**config.mk**
```make
export PLATFORM = sky130hd
export DESIGN_NAME = sleep_level_ctrl
export DESIGN_NICKNAME = d
export VERILOG_FILES = /design/src/rtl/slp_pkg.sv /design/src/rtl/slp_wake_timer.sv /design/src/rtl/slp_fsm.sv /design/src/rtl/slp_out_decode.sv /design/src/rtl/sleep_level_ctrl.sv
export SDC_FILE = /design/constraint.sdc
export NUM_CORES = 1
export LEC_CHECK = 0
export CAP_MARGIN = 20
export CORE_ASPECT_RATIO = 1.2
export CORE_MARGIN = 2
export CORE_UTILIZATION = 25
export DETAILED_ROUTE_END_ITERATION = 16
export DONT_BUFFER_PORTS = 1
export REMOVE_ABC_BUFFERS = 1
export SYNTH_ARGS = -nofsm -noshare
export SYNTH_HDL_FRONTEND = slang
export SYNTH_SLANG_ARGS = --single-unit
```
**constraint.sdc**
```tcl
create_clock -name clk -period 4.6 [get_ports clk]
set_clock_uncertainty 0.15 [all_clocks]
set_input_delay 0.23 -clock clk [delete_from_list [all_inputs] [get_ports clk]]
set_output_delay 0.23 -clock clk [all_outputs]
set_load 0.03 [all_outputs]
```
**src/rtl/slp_pkg.sv**
```systemverilog
// Shared types for the sleep level controller.
// Assumes state codes are the externally visible level codes.
package slp_pkg;

    typedef enum logic [3:0] {
        ST_RUN      = 4'd0,
        ST_HALT     = 4'd1,
        ST_HALT_E   = 4'd2,
        ST_SNP_H    = 4'd3,
        ST_SNP_HE   = 4'd4,
        ST_SG       = 4'd5,
        ST_SG_E     = 4'd6,
        ST_SNP_SG   = 4'd7,
        ST_SNP_SGE  = 4'd8,
        ST_DEEP     = 4'd9,
        ST_DEEPER   = 4'd10,
        ST_DEEPER_C = 4'd11,
        ST_SAVE     = 4'd12,
        ST_PDOWN    = 4'd13,
        ST_RESTORE  = 4'd14
    } slp_state_e;

    localparam logic [1:0] V_NOM   = 2'b00;
    localparam logic [1:0] V_RED   = 2'b01;
    localparam logic [1:0] V_LOWER = 2'b10;
    localparam logic [1:0] V_OFF   = 2'b11;

    // True for levels that climb one step when the sleep pin is low.
    function automatic logic is_climb_level(slp_state_e s);
        return (s == ST_DEEP) || (s == ST_DEEPER) ||
               (s == ST_DEEPER_C) || (s == ST_PDOWN);
    endfunction

endpackage

```
**src/rtl/slp_wake_timer.sv**
```systemverilog
// Dwell counter for the wake climb.
// Reloads with the dwell of the level about to be held and counts down to zero.
// Assumes limit fits in CNT_W bits.
module slp_wake_timer #(
    parameter int CNT_W = 4
) (
    input  logic             clk,
    input  logic             rst_n,
    input  logic             reload,
    input  logic [CNT_W-1:0] limit,
    output logic             done
);
    logic [CNT_W-1:0] cnt;

    // Reload on request, otherwise count down and hold at zero.
    always_ff @(posedge clk) begin
        if (!rst_n)
            cnt <= '0;
        else if (reload)
            cnt <= limit;
        else if (cnt != '0)
            cnt <= cnt - 1'b1;
    end

    // Dwell expiry flag.
    always_comb done = (cnt == '0);

endmodule

```
**src/rtl/slp_fsm.sv**
```systemverilog
// Sleep level state machine.
// Enforces the entry staircase, the snoop returns and the one-step wake climb.
// Assumes all inputs are synchronous to clk.
module slp_fsm
    import slp_pkg::*;
#(
    parameter int CNT_W        = 4,
    parameter int WAKE_DEEP    = 3,
    parameter int WAKE_DEEPER  = 5,
    parameter int WAKE_CACHE   = 7,
    parameter int WAKE_PDOWN   = 10
) (
    input  logic             clk,
    input  logic             rst_n,
    input  logic             halt_req,
    input  logic             stop_clk,
    input  logic             sleep_pin,
    input  logic             deeper_req,
    input  logic             l2_off_req,
    input  logic             pdown_req,
    input  logic             irq,
    input  logic             isr_done,
    input  logic             enh_cfg,
    input  logic             dwell_done,
    output logic             dwell_reload,
    output logic [CNT_W-1:0] dwell_limit,
    output slp_state_e       state
);
    slp_state_e state_nxt;
    logic       climb;

    // Climb is active in the deep family while the sleep pin is low.
    always_comb climb = is_climb_level(state) && !sleep_pin;

    // Next-level selection.
    always_comb begin
        state_nxt = state;
        unique case (state)
            ST_RUN: begin
                if (stop_clk)      state_nxt = enh_cfg ? ST_SG_E : ST_SG;
                else if (halt_req) state_nxt = enh_cfg ? ST_HALT_E : ST_HALT;
            end
            ST_HALT: begin
                if (irq)           state_nxt = ST_SNP_H;
                else if (!halt_req) state_nxt = ST_RUN;
            end
            ST_HALT_E: begin
                if (irq)           state_nxt = ST_SNP_HE;
                else if (!halt_req) state_nxt = ST_RUN;
            end
            ST_SNP_H:   if (isr_done) state_nxt = ST_HALT;
            ST_SNP_HE:  if (isr_done) state_nxt = ST_HALT_E;
            ST_SG, ST_SG_E: begin
                if (!stop_clk)     state_nxt = ST_RUN;
                else if (sleep_pin) state_nxt = ST_DEEP;
                else if (irq)      state_nxt = (state == ST_SG) ? ST_SNP_SG : ST_SNP_SGE;
            end
            ST_SNP_SG:  if (isr_done) state_nxt = ST_SG;
            ST_SNP_SGE: if (isr_done) state_nxt = ST_SG_E;
            ST_DEEP: begin
                if (climb && dwell_done)      state_nxt = enh_cfg ? ST_SG_E : ST_SG;
                else if (sleep_pin && deeper_req) state_nxt = ST_DEEPER;
            end
            ST_DEEPER: begin
                if (climb && dwell_done)      state_nxt = ST_DEEP;
                else if (sleep_pin && pdown_req)  state_nxt = ST_SAVE;
                else if (sleep_pin && l2_off_req) state_nxt = ST_DEEPER_C;
            end
            ST_DEEPER_C: begin
                if (climb && dwell_done)      state_nxt = ST_DEEPER;
                else if (sleep_pin && pdown_req)  state_nxt = ST_SAVE;
            end
            ST_SAVE:    state_nxt = ST_PDOWN;
            ST_PDOWN:   if (climb && dwell_done) state_nxt = ST_RESTORE;
            ST_RESTORE: state_nxt = ST_DEEPER;
            default:    state_nxt = ST_RUN;
        endcase
    end

    // Dwell of the level that will be held next.
    always_comb begin
        unique case (state_nxt)
            ST_DEEP:     dwell_limit = CNT_W'(WAKE_DEEP);
            ST_DEEPER:   dwell_limit = CNT_W'(WAKE_DEEPER);
            ST_DEEPER_C: dwell_limit = CNT_W'(WAKE_CACHE);
            ST_PDOWN:    dwell_limit = CNT_W'(WAKE_PDOWN);
            default:     dwell_limit = '0;
        endcase
    end

    // Restart the dwell whenever the climb stalls or a level is left.
    always_comb dwell_reload = !climb || (state_nxt != state);

    // Level register.
    always_ff @(posedge clk) begin
        if (!rst_n) state <= ST_RUN;
        else        state <= state_nxt;
    end


    deep_entry_chk: assert property (@(posedge clk) disable iff (!rst_n)
        (state == ST_DEEP && $past(state) != ST_DEEP) |->
        ($past(state) == ST_SG || $past(state) == ST_SG_E || $past(state) == ST_DEEPER));


    save_entry_chk: assert property (@(posedge clk) disable iff (!rst_n)
        (state == ST_SAVE) |->
        ($past(state) == ST_DEEPER || $past(state) == ST_DEEPER_C));


    pdown_exit_chk: assert property (@(posedge clk) disable iff (!rst_n)
        ($past(state) == ST_PDOWN && state != ST_PDOWN) |-> (state == ST_RESTORE));


    climb_pin_chk: assert property (@(posedge clk) disable iff (!rst_n)
        ($past(state) == ST_DEEP && (state == ST_SG || state == ST_SG_E)) |-> !$past(sleep_pin));


    deep_irq_chk: assert property (@(posedge clk) disable iff (!rst_n)
        (state == ST_DEEP && sleep_pin && !deeper_req) |=> (state == ST_DEEP));

endmodule

```
**src/rtl/slp_out_decode.sv**
```systemverilog
// Decodes the current level into clock gates, voltage, cache and strobes.
// Assumes a pure function of the level so every output changes with the state register.
module slp_out_decode
    import slp_pkg::*;
(
    input  slp_state_e  state,
    output logic        core_clk_en,
    output logic        intc_clk_en,
    output logic        bus_clk_en,
    output logic        pll_en,
    output logic [1:0]  volt_lvl,
    output logic        cache_off,
    output logic        ctx_save,
    output logic        ctx_restore,
    output logic [3:0]  state_code
);
    // Per-level output table.
    always_comb begin
        core_clk_en = 1'b1;
        intc_clk_en = 1'b1;
        bus_clk_en  = 1'b1;
        pll_en      = 1'b1;
        volt_lvl    = V_NOM;
        cache_off   = 1'b0;
        ctx_save    = 1'b0;
        ctx_restore = 1'b0;
        unique case (state)
            ST_RUN, ST_SNP_H, ST_SNP_SG: ;
            ST_SNP_HE, ST_SNP_SGE: volt_lvl = V_RED;
            ST_HALT, ST_SG: core_clk_en = 1'b0;
            ST_HALT_E, ST_SG_E: begin
                core_clk_en = 1'b0;
                volt_lvl    = V_RED;
            end
            default: begin
                core_clk_en = 1'b0;
                intc_clk_en = 1'b0;
                bus_clk_en  = 1'b0;
                pll_en      = 1'b0;
                unique case (state)
                    ST_DEEPER:   volt_lvl = V_LOWER;
                    ST_DEEPER_C: begin volt_lvl = V_LOWER; cache_off = 1'b1; end
                    ST_SAVE:     begin volt_lvl = V_LOWER; cache_off = 1'b1; ctx_save = 1'b1; end
                    ST_PDOWN:    begin volt_lvl = V_OFF;   cache_off = 1'b1; end
                    ST_RESTORE:  begin volt_lvl = V_LOWER; cache_off = 1'b1; ctx_restore = 1'b1; end
                    default:     volt_lvl = V_NOM;
                endcase
            end
        endcase
    end

    // Visible level code.
    always_comb state_code = state;

endmodule

```
**src/rtl/sleep_level_ctrl.sv**
```systemverilog
// Top of the processor sleep level controller.
// Ties the level machine, the wake dwell counter and the output decode together.
// Assumes synchronous inputs and a synchronous active-low reset.
module sleep_level_ctrl
    import slp_pkg::*;
#(
    parameter int WAKE_DEEP   = 3,
    parameter int WAKE_DEEPER = 5,
    parameter int WAKE_CACHE  = 7,
    parameter int WAKE_PDOWN  = 10
) (
    input  logic       clk,
    input  logic       rst_n,
    input  logic       halt_req,
    input  logic       stop_clk,
    input  logic       sleep_pin,
    input  logic       deeper_req,
    input  logic       l2_off_req,
    input  logic       pdown_req,
    input  logic       irq,
    input  logic       isr_done,
    input  logic       enh_cfg,
    output logic       core_clk_en,
    output logic       intc_clk_en,
    output logic       bus_clk_en,
    output logic       pll_en,
    output logic [1:0] volt_lvl,
    output logic       cache_off,
    output logic       ctx_save,
    output logic       ctx_restore,
    output logic [3:0] state_code
);
    localparam int MAX_A  = (WAKE_DEEP  > WAKE_DEEPER) ? WAKE_DEEP  : WAKE_DEEPER;
    localparam int MAX_B  = (WAKE_CACHE > WAKE_PDOWN)  ? WAKE_CACHE : WAKE_PDOWN;
    localparam int MAX_W  = (MAX_A > MAX_B) ? MAX_A : MAX_B;
    localparam int CNT_W  = (MAX_W < 1) ? 1 : $clog2(MAX_W + 1);

    slp_state_e       state;
    logic             dwell_done;
    logic             dwell_reload;
    logic [CNT_W-1:0] dwell_limit;

    slp_fsm #(
        .CNT_W       (CNT_W),
        .WAKE_DEEP   (WAKE_DEEP),
        .WAKE_DEEPER (WAKE_DEEPER),
        .WAKE_CACHE  (WAKE_CACHE),
        .WAKE_PDOWN  (WAKE_PDOWN)
    ) u_fsm (
        .clk          (clk),
        .rst_n        (rst_n),
        .halt_req     (halt_req),
        .stop_clk     (stop_clk),
        .sleep_pin    (sleep_pin),
        .deeper_req   (deeper_req),
        .l2_off_req   (l2_off_req),
        .pdown_req    (pdown_req),
        .irq          (irq),
        .isr_done     (isr_done),
        .enh_cfg      (enh_cfg),
        .dwell_done   (dwell_done),
        .dwell_reload (dwell_reload),
        .dwell_limit  (dwell_limit),
        .state        (state)
    );

    slp_wake_timer #(.CNT_W(CNT_W)) u_timer (
        .clk    (clk),
        .rst_n  (rst_n),
        .reload (dwell_reload),
        .limit  (dwell_limit),
        .done   (dwell_done)
    );

    slp_out_decode u_dec (
        .state       (state),
        .core_clk_en (core_clk_en),
        .intc_clk_en (intc_clk_en),
        .bus_clk_en  (bus_clk_en),
        .pll_en      (pll_en),
        .volt_lvl    (volt_lvl),
        .cache_off   (cache_off),
        .ctx_save    (ctx_save),
        .ctx_restore (ctx_restore),
        .state_code  (state_code)
    );


    save_pulse_chk: assert property (@(posedge clk) disable iff (!rst_n)
        ctx_save |=> (!ctx_save && state_code == 4'd13));


    deep_gating_chk: assert property (@(posedge clk) disable iff (!rst_n)
        (!intc_clk_en) |-> (!pll_en && !bus_clk_en && !core_clk_en));


    reset_run_chk: assert property (@(posedge clk)
        !rst_n |=> (state_code == 4'd0 && core_clk_en && pll_en && volt_lvl == 2'b00));

endmodule

```
Word-level counts from Yosys, hierarchy flattened
Cells that the tools add are included.
Widths: inputs -> output; s select.
{"block": "totals", "ff_bits": 8, "inputBits": 11, "out_inout_bits": 13}
{"block": "op_classes", "add_sub_neg": 1, "n_mux": 37, "n_eq_ne": 19, "reduce_logical": 22}
{"op": "$mux 4", "count": 23}
{"op": "$pmux 4 s14", "count": 1}
{"op": "$eq 4x4->1 const B", "count": 11}
{"op": "$eq 4x3->1 const B", "count": 4}
{"op": "$pmux 4 s4", "count": 1}
{"op": "$reduce_or 4->1", "count": 3}
{"op": "$reduce_or 5->1", "count": 2}
{"op": "$reduce_or 9->1", "count": 1}
{"op": "$eq 4x2->1 const B", "count": 2}
{"op": "$logic_not 4->1", "count": 2}
{"op": "$mux 1", "count": 8}
{"op": "$pmux 2 s2", "count": 2}
{"op": "$logic_and 1x1->1", "count": 5}
{"op": "$eq 4x1->1 const B", "count": 1}
{"op": "$logic_or 1x1->1", "count": 4}
{"op": "$mux 2", "count": 2}
{"op": "$ne 4x4->1", "count": 1}
{"op": "$reduce_bool 4->1", "count": 1}
{"op": "$sub 4x1->4 const B", "count": 1}
{"op": "$logic_not 1->1", "count": 2}
{"op": "$reduce_bool 2->1", "count": 1}
{"op": "$reduce_or 2->1", "count": 1}

Logic depth before layout (Yosys ltp)
Gate-level depths: netlist of run 1.
{"block": "depth", "depth_word": 11, "depth_mapped": 9, "ltp_nobuf": 8}

Hierarchy
Synthesis of run 1 repeated with hierarchy kept, for this count alone.
{"block": "hier_totals", "hier_cells": 148, "area_unflattened_um2": 1136.1}
{"module": "slp_fsm", "seq_area_each_um2": 80.1, "n_inst": 1, "cells_each": 98, "area_each_um2": 737.0}
{"module": "slp_wake_timer", "seq_area_each_um2": 80.1, "n_inst": 1, "cells_each": 23, "area_each_um2": 230.2}
{"module": "slp_out_decode", "seq_area_each_um2": 0.0, "n_inst": 1, "cells_each": 27, "area_each_um2": 168.9}

Worst setup path after synthesis of run 1
Ideal clock, no wire load.
{"block": "synth_path", "path_type": "register to register", "from": "reg u_fsm.state[3]", "to": "reg u_timer.cnt[0]", "n_path_buf": 1, "required_time_ps": 4378, "t_arrival_ps": 2353, "slack_ps": 2026, "setup_time_ps": 72, "stages_incl_launch_ff": 8, "cell_sequence": "dfxtp_1 -> buf_2 -> nand2_1 -> nor3_1 -> a311oi_1 -> nor4b_4 -> mux2i_1 -> mux2i_1"}
{"block": "synth_between", "elab_chain_cells": 11}
{"element": "start: declaration", "line_no": "slp_fsm.sv:27", "rtl": "output slp_state_e state"}
{"element": "start signal: assignment", "line_no": "slp_fsm.sv:97", "rtl": "else state <= state_nxt;"}
{"element": "$eq 4x4->1", "line_no": "slp_pkg.sv:30, slp_fsm.sv:38"}
{"element": "$logic_or 1x1->1 (2 in a row)", "line_no": "slp_pkg.sv:30", "rtl": "return (s == ST_DEEP) || (s == ST_DEEPER) ||"}
{"element": "$logic_or 1x1->1", "line_no": "slp_pkg.sv:31", "rtl": "(s == ST_DEEPER_C) || (s == ST_PDOWN);"}
{"element": "$logic_and 1x1->1", "line_no": "slp_fsm.sv:33", "rtl": "always_comb climb = is_climb_level(state) && !sleep_pin;"}
{"element": "$logic_and 1x1->1"}
{"element": "$mux 4, on equally long branches"}
{"element": "$pmux 4 s14", "line_no": "slp_fsm.sv:38", "rtl": "unique case (state)"}
{"element": "$eq 4x4->1 / $ne 4x4->1 (equally long branches)", "line_no": "slp_fsm.sv:82, slp_fsm.sv:92"}
{"element": "$pmux 4 s4 / $logic_or 1x1->1 (equally long branches)", "line_no": "slp_fsm.sv:82, slp_fsm.sv:92"}
{"element": "$mux 4 / $reduce_bool 2->1 (equally long branches)"}
{"element": "end signal: assignment", "line_no": "slp_wake_timer.sv:20", "rtl": "cnt <= limit;"}
{"element": "end signal: assignment", "line_no": "slp_wake_timer.sv:22", "rtl": "cnt <= cnt - 1'b1;"}
{"element": "end: declaration", "line_no": "slp_wake_timer.sv:13", "rtl": "logic [CNT_W-1:0] cnt;"}
Parallel ways exist; a longest one is shown, timed or not.
A chain may end at the register's enable or synchronous reset.

Worst setup path after layout of run 1
{"block": "layout_path", "from": "reg u_fsm.state[2]", "to": "reg u_timer.cnt[0]"}
Same word-level chain as after synthesis.

==> flow_summary.toml, run 1 <==
[run_status]
status = "finished clean"

[run]
max_cap_viol_count = 0

[die]
die_area_um2 = 4650
rows = 25
io_pins = 24
fp.dieH_um = 74.31
floorplan.die.width_um = 62.59
start_util_pct = 26.13
core_area_um2 = 3941

[clock_tree]
postCtsSetupRepairBufs = 0
cts_buffer_depth = 2
cts_tree = "built"
clk_pin_slew_ns = 0.04
worstSkewPairLatency_ns = 0.22
htreeDepth = 1
clock-sinks = 8
cts_buffers = 3
cts-root-buf = "clkbuf_8"

[cells_and_area]
postLayoutCoreUtil_pct = 27.56
insertedDiodeCount = 0
syn2layout_area_growth_pct = 5.468
nets = 149
drive_above_1_share_pct = 11.19
fin_cells = 188

[power_and_ir_drop]
swShare_pct = 47.23
p_seq_share_pct = 34.2
p_clk_share_pct = 18.9
power_density_nw_per_um2 = 392.9
peakVddDrop_mv = 0.1192
power.switching_uw = 201.5
p_leak_uw = 0.0003872
combPwrFrac_pct = 46.8
p_int_uw = 225.2

[worst_setup_path]
crit_required_ns = 4.60
cp-startpoint = "u_fsm.state[2]$_SDFF_PN0_"
slowest_stage = "dfxtp_1"
worstSetupStartpointType = "flip-flop"
timing.critical_path.mode_cell = "mux2i_1"
crit_fanout = 26
cp_cell_sequence = "nor4bb_1 -> and3_1 -> o21a_1 -> nor4b_4 -> mux2i_1 -> mux2i_1"
crit_path_end_kind = "flip-flop"
critical_path_class = "flip-flop to flip-flop"
crit_path_max_incr_delay_ns = 1.03
crit_arrival_ns = 2.93
timing.rr.start = "u_fsm.state[2]$_SDFF_PN0_"

[worst_hold_path]
hold_class = "input pin to flip-flop"
worstHoldStart = "rst_n"

[sta]
drv_slew = 0
fin_ws_ns = 1.676
period_needed_ns = 2.924
tns_ns = 0
max_freq_mhz = 341.9
setup_viol = 0
fin_crit_sh_pct = 63.58
rsz0062_at_grt = "no"
finalHoldViolCount = 0
hold_slack_ns = 0.003175
timing.slew.headroom_pct = 27.24
tightest_slew_ns = 1.090

[detailed_routing]
drt_iter0_drc = 102
ant_nets = 0
dr_total_vias = 998
via_per_inst = 5.309
wl_per_cell_um = 14.03
dr.pass1.iters = 4
wl_mm = 2.637
drc = 0

[place]
detailedPlace.worstSlack_ns = 1.680
place_inst = 184
gp_congestion = 0.8529
port_buffers = 0
dpl.hpwl_mm = 1.970

[yosys]
synth_cell_types = 47
synth_area_leader_cell = "dfxtp_1"
yosysMostFrequentCell = "nor2_1"
ys_seq_area_share_pct = 15.55
synth_edf_count = 0
synth-seq-cells = 8
netlist_top_cells_area = "dfxtp_1, mux2i_1, nor2_1"
synth_flop_cell = "dfxtp_1"
yosys-top-cells-count = "nor2_1, nand2_1, and2_1, dfxtp_1"
async_reset_ff_share_pct = 0
yosysWarnings = 0
syn_inst = 141
synth_area_um2 = 1030
synth_top_area_share_pct = 15.55
synth_area_per_cell_um2 = 7.303

[global_routing]
grt_first_pass_wirelength_mm = 4.319
grt_pass1_vias = 929
grt_max_degree = 27
grt-ovfl-total = 0
grt_usage_pct = 11.51
antenna_found_initial = 0
==> kinds of logic (layout without fill, tap and decap cells) <==
logic type	after synthesis	count (layout)	synth area share, %
and+or+nand+nor	77	77	43.98
AOI/OAI and AO/OA	29	29	21.39
buffers and inverters	16	9	8.261
DFF	8	8	15.55
muxes	6	6	5.833
xor gates and xnor gates	3	3	2.552
adders and majority gates	2	2	2.430
==> worst max-delay path: cells and delay by family (launching register included) <==
kind / cells / cell delay, ns
flip-flops: 1 / 1.03
multiplexers: 2 / 0.64
AO/OA/AOI/OAI: 1 / 0.24
AND/OR/NAND/NOR: 3 / 0.79
==> power groups by stage <==
stage          Clock (µW)  Combinational, µW  Sequential [µW]
2_1_floorplan           0                171              130
3_3_place_gp            0                196              146
3_5_place_dp            0                199              146
4_1_cts              83.7                200              145
5_1_grt              87.0                220              151
6_report             80.7                200              146
==> per-stage QoR <==
stage / cell area (µm²) / total power [µW]
final: 1086 / 426.7
after global routing: 1086 / 458.1
after CTS: 1086 / 429.3
after detailed placement: 1035 / 345.3
after global placement: 1035 / 341.9
after floorplan: 959.7 / 300.7
==> sequential cells by signal, indices dropped and copies added, names as in the netlist <==
signal       count
u_timer.cnt      4
u_fsm.state      4
==> cell usage in the layout (no fill, tap or decap), types with 4 or more instances in the layout <==
| master | synthesis | routed |
|---|---|---|
| dfxtp_1 | 8 | 8 |
| nor2_1 | 14 | 14 |
| and2_1 | 8 | 8 |
| a21oi_1 | 6 | 6 |
| mux2i_1 | 6 | 6 |
| nand3b_1 | 4 | 4 |
| nand3_1 | 4 | 4 |
| nor3_1 | 6 | 6 |
| inv_1 | 4 | 4 |
| o21ai_0 | 6 | 6 |
| nor2b_1 | 5 | 5 |
| nand2_1 | 12 | 12 |
| nand2b_1 | 5 | 5 |
==> path summary, 6_finish.rpt <==
path                                 end  slack [ns]  depth (start not counted)
max          u_timer.cnt[0]$_SDFFE_PN0P_        1.68                          6
min reg2reg  u_timer.cnt[3]$_SDFFE_PN0P_        0.47                          3
max reg2reg  u_timer.cnt[0]$_SDFFE_PN0P_        1.68                          6
min          u_timer.cnt[3]$_SDFFE_PN0P_       0.003                          2
==> what timing repair did <==
action                                 in CTS  in global routing
gates resized for setup                     0                  0
hold buffers                                1                  0
endpoints found under the hold margin       3                  0
==> metal layers <==
metal / vias up / global-route usage (%) / part of all wire [%]
met5: - / 0 / 0
li1: 494 / - / -
met1: 469 / 13.06 / 42
met3: 7 / 3.782 / 7.9
met4: 0 / 4.691 / 2.0
met2: 28 / 20.19 / 48
==> final cells by class <==
cell class | count | area [µm²]
Sequential cell | 8 | 160.2
Fill cell | 448 | 2855
Clock buffer | 3 | 41.29
Multi-Input combinational cell | 117 | 784.5
Inverter | 4 | 15.01
Timing Repair Buffer | 2 | 17.52
Tap cell | 54 | 67.56
Note: power is estimated with default switching activity, not from simulation.
==> inputs of run 2 (changes only) <==
==> constraint.sdc (replaced) <==
create_clock -name clk -period 2.42 [get_ports clk]
set_clock_uncertainty 0.15 [all_clocks]
set_input_delay 0.121 -clock clk [delete_from_list [all_inputs] [get_ports clk]]
set_output_delay 0.121 -clock clk [all_outputs]
set_load 0.03 [all_outputs]
==> run 2 against run 1 <==
Count of clock-buffer cells in the layout unchanged. Total power up 110%. Register-to-register slack worse by 1.5 ns.
==> flow_summary.toml, run 2 (synthesized netlist as in run 1, its figures left out) <==
[cells_and_area]
syn2layout_area_growth_pct = 19.93
nets = 167
fin_cells = 206
fillers = 450
final_common_cell = "buf_4"
drive_above_1_share_pct = 25.00
insertedDiodeCount = 0
postLayoutCoreUtil_pct = 31.33
reg.largest.list = "u_fsm.state x4, u_timer.cnt x4"
layout_common_cells = "buf_4, nor2_1, nand2_1"
regArea_um2 = 163.9
multi_input_area_um2 = 794.5

[global_routing]
grt-ovfl-total = 0
antenna_found_initial = 0
grt_max_degree = 15
grt_use_met2_pct = 22.46
met1_usage_pct = 14.10
gr-usage-met3_pct = 2.874
grt_first_pass_wirelength_mm = 4.678
grt_usage_pct = 12.55
grt_busiest_layer = "met2"
grt_pass1_vias = 1018

[place]
gp_congestion = 0.8435
dpl.hpwl_mm = 2.191
place_inst = 201
detailedPlace.worstSlack_ns = 0.07333
port_buffers = 0

[run_status]
status = "finished clean"

[sta]
timing.slew.headroom_pct = 64.74
drv_slew = 0
tns_ns = 0
period_needed_ns = 2.289
max_freq_mhz = 436.8
finalHoldViolCount = 0
fin_ws_ns = 0.1307
fin_crit_sh_pct = 94.60
tightest_slew_ns = 0.5249
setup_viol = 0

[die]
floorplan.die.width_um = 62.59
die_area_um2 = 4650
start_util_pct = 26.13
fp.dieH_um = 74.31
rows = 25
io_pins = 24
core_area_um2 = 3941

[worst_hold_path]
hold_class = "input pin to flip-flop"
hold_depth = 4
worstHoldStart = "stop_clk"

[worst_setup_path]
crit_required_ns = 2.42
timing.rr.start = "u_fsm.state[3]$_SDFF_PN0_"
crit_arrival_ns = 2.29
cp-startpoint = "u_fsm.state[3]$_SDFF_PN0_"
ff2ff_path_depth = 7
worstSetupStartpointType = "flip-flop"
crit_path_end_kind = "flip-flop"
critical_path_class = "flip-flop to flip-flop"
crit_fanout = 11

[detailed_routing]
wl_mm = 2.830
ant_nets = 0
drc = 0
drt_iter0_drc = 77
dr_total_vias = 1049
via_per_inst = 5.092
dr.pass1.iters = 4
wl_per_cell_um = 13.74

[power_and_ir_drop]
power_density_nw_per_um2 = 725.8
p_seq_share_pct = 23.5
p_leak_uw = 0.0004794
total_power_uw = 896.3
p_int_uw = 496.9
swShare_pct = 44.57
p_clk_share_pct = 17.3
combPwrFrac_pct = 59.2
peakVddDrop_mv = 0.2348
power.switching_uw = 399.4

[run]
max_cap_viol_count = 0

[clock_tree]
clock-sinks = 8
cts_buffer_depth = 2
cts_buffers = 3
worstSkewPairLatency_ns = 0.23
clk_pin_slew_ns = 0.04
cts-root-buf = "clkbuf_8"
htreeDepth = 1
cts_tree = "built"
==> run 2: cell types whose count changed in the layout (fill, tap and decap cells not counted) <==
cell,change
buf_4,+18
dfxtp_1,-3
dfxtp_2,+3
and3_1,-1
and3_4,+1
nor3b_1,-1
nor3b_2,+1
==> run 2: what timing repair did <==
| action | in CTS | in global routing |
|---|---|---|
| buffers inserted | 0 | 1 |
| hold buffers | 1 | 0 |
| setup endpoints to repair | 0 | 3 |
| gates resized for setup | 0 | 5 |
| hold endpoints to repair | 7 | 0 |
==> run 2: per-stage QoR <==
step                instance area, µm²  hold slack [ns]
floorplan                        959.7          0.09271
detailed placement                1162          0.09898
CTS                               1214           0.1494
global route                      1235           0.2262
finish                            1235           0.1606
global placement                  1162          0.09877
==> run 2: power groups by stage <==
stage | clock network [µW] | logic [µW] | registers (µW)
finish | 155 | 530 | 211
global route | 165 | 580 | 216
CTS | 161 | 521 | 206
detailed placement | 0 | 517 | 208
global placement | 0 | 517 | 210
floorplan | 0 | 324 | 247
==> run 2: worst paths after layout <==
path                                                    end  slack [ns]
worst max-delay path            u_timer.cnt[0]$_SDFFE_PN0P_        0.13
worst min-delay path              u_fsm.state[2]$_SDFF_PN0_        0.16
worst max register to register  u_timer.cnt[0]$_SDFFE_PN0P_        0.13
worst min register to register  u_timer.cnt[2]$_SDFFE_PN0P_        0.51
==> run 2: critical path, stage by stage, from the launching register on <==
cell and delay (ns):
dfxtp_1 0.56, nor2b_1 0.30, and3_4 0.24, nor3_2 0.07, nor4b_4 0.34, mux2i_1 0.22
buf_4 0.15, mux2i_1 0.18
==> run 2: area by class of cell <==
class | count | area share [%]
tap | 54 | 5.471
inverter | 4 | 1.216
clock buffer | 3 | 3.343
sequential | 8 | 13.27
timing repair buffer | 20 | 12.36
multi-input combinational | 117 | 64.34
==> run 2: per-layer routing <==
layer	wire length [µm]	vias up	share of wire [%]
met2	1395	35	49
met4	68	0	2.4
met5	0	-	0
met3	170	8	6.0
met1	1196	475	42
li1	-	531	-
==> inputs of run 3 (changes only) <==
==> constraint.sdc (replaced) <==
create_clock -name clk -period 2.5 [get_ports clk]
set_clock_uncertainty 0.15 [all_clocks]
set_input_delay 0.125 -clock clk [delete_from_list [all_inputs] [get_ports clk]]
set_output_delay 0.125 -clock clk [all_outputs]
set_load 0.03 [all_outputs]
==> run 3 against run 2 <==
Maximum frequency down 3.1%. Critical path type unchanged. Global-route usage about the same. Via count about the same. Sequential share of layout area down 0.40 points. Combinational power about the same. Non-clock buffer count unchanged. Critical endpoint is now u_timer.cnt[3]$_SDFFE_PN0P_. Die area unchanged.
==> flow_summary.toml, run 3 (synthesized netlist as in run 1, its figures left out) <==
[cells_and_area]
fin_cells = 206
nets = 167
final_common_cell = "buf_4"
postLayoutCoreUtil_pct = 31.81
syn2layout_area_growth_pct = 21.75
drive_above_1_share_pct = 24.34
layout_common_cells = "buf_4, nor2_1, nand2_1"
insertedDiodeCount = 0
reg.largest.list = "u_fsm.state x4, u_timer.cnt x4"

[sta]
hold_slack_ns = 0.1755
fin_crit_sh_pct = 94.54
period_needed_ns = 2.363
drv_slew = 0
timing.slew.headroom_pct = 64.20
rsz0062_at_grt = "no"
max_freq_mhz = 423.1
setup_viol = 0
finalHoldViolCount = 0
tightest_slew_ns = 0.5330

[clock_tree]
clock-sinks = 8
cts_buffer_depth = 2
postCtsSetupRepairBufs = 0
cts_tree = "built"
worstSkewPairLatency_ns = 0.23
clk_pin_slew_ns = 0.04
cts_buffers = 3
cts-root-buf = "clkbuf_8"
htreeDepth = 1

[detailed_routing]
dr.pass1.iters = 4
wl_per_cell_um = 13.89
drc = 0
drt_iter0_drc = 68
ant_nets = 0
wl_mm = 2.862
via_per_inst = 5.087
dr_total_vias = 1048

[global_routing]
grt_first_pass_wirelength_mm = 4.678
grt_pass1_vias = 1052
grt_use_met2_pct = 24.49
gr-usage-met3_pct = 2.723
grt_max_degree = 15
grt_usage_pct = 12.60
grt_busiest_layer = "met2"
met1_usage_pct = 13.05
grt-ovfl-total = 0
antenna_found_initial = 0

[run]
max_cap_viol_count = 0

[die]
fp.dieH_um = 74.31
start_util_pct = 26.13
floorplan.die.width_um = 62.59
io_pins = 24
core_area_um2 = 3941
rows = 25
die_area_um2 = 4650

[worst_setup_path]
crit_required_ns = 2.51
worstSetupStartpointType = "flip-flop"
critical_path_class = "flip-flop to flip-flop"
crit_arrival_ns = 2.37
crit_fanout = 11
crit_path_end_kind = "flip-flop"

[place]
port_buffers = 0
gp_congestion = 0.8634
place_inst = 201
dpl.hpwl_mm = 2.181

[power_and_ir_drop]
power_density_nw_per_um2 = 705.6
p_leak_uw = 0.0004753
peakVddDrop_mv = 0.1807

[run_status]
status = "finished clean"

[worst_hold_path]
hold_class = "input pin to flip-flop"
[run 3: path summary, 6_finish.rpt]
kind	startpoint	slack, ns	cells past startpoint	endpoint
setup / recovery	u_fsm.state[1]$_SDFF_PN0_	0.14	7	u_timer.cnt[3]$_SDFFE_PN0P_
hold / removal	stop_clk	0.18	4	u_fsm.state[2]$_SDFF_PN0_
setup reg to reg	u_fsm.state[1]$_SDFF_PN0_	0.14	7	u_timer.cnt[3]$_SDFFE_PN0P_
hold reg to reg	u_timer.cnt[2]$_SDFFE_PN0P_	0.51	3	u_timer.cnt[2]$_SDFFE_PN0P_
[run 3: timing repair]
item,in CTS,in global routing
gates resized for setup,0,6
endpoints found under the setup margin,0,3
hold buffers,2,0
endpoints found under the hold margin,6,0
[run 3: area by class of cell]
type	count	area, µm²
Multi-Input combinational cell	117	813.3
Inverter	4	15.01
Fill cell	456	2688
Timing Repair Buffer	20	155.1
Sequential cell	8	161.4
Clock buffer	3	41.29
Tap cell	54	67.56
[run 3: routing by layer]
layer  up-vias  wire (µm)
li1        525          -
met1       492       1165
met2        26       1505
met3         5        146
met4         0         44
met5         -          0
[run 3: critical path, stage by stage, from the launching register on]
cell and delay [ns]:
dfxtp_1 0.40, buf_4 0.21, and2_1 0.19, or4_1 0.54, o32ai_2 0.19, nand3b_1 0.18, mux2i_4 0.22, mux2i_1 0.21
[run 3: stage by stage]
step	TNS [ns]	instance area [µm²]	worst slack, ns	power [µW]
global placement	0	1162	0.09939	711.5
floorplan	-1.060	959.7	-0.3387	553.4
CTS	0	1224	0.05284	871.0
global route	0	1254	0.01582	944.3
detailed placement	0	1162	0.07493	709.4
finish	0	1254	0.1365	884.6
[run 3: power by group]
| group | total, µW | switching, µW | internal [µW] | leakage, µW |
|---|---|---|---|---|
| clock | 153 | 49.2 | 104 | 0.0000216 |
| combinational | 532 | 298 | 234 | 0.000388 |
| sequential | 200 | 53.4 | 146 | 0.0000654 |
| total | 885 | 400 | 484 | 0.000475 |
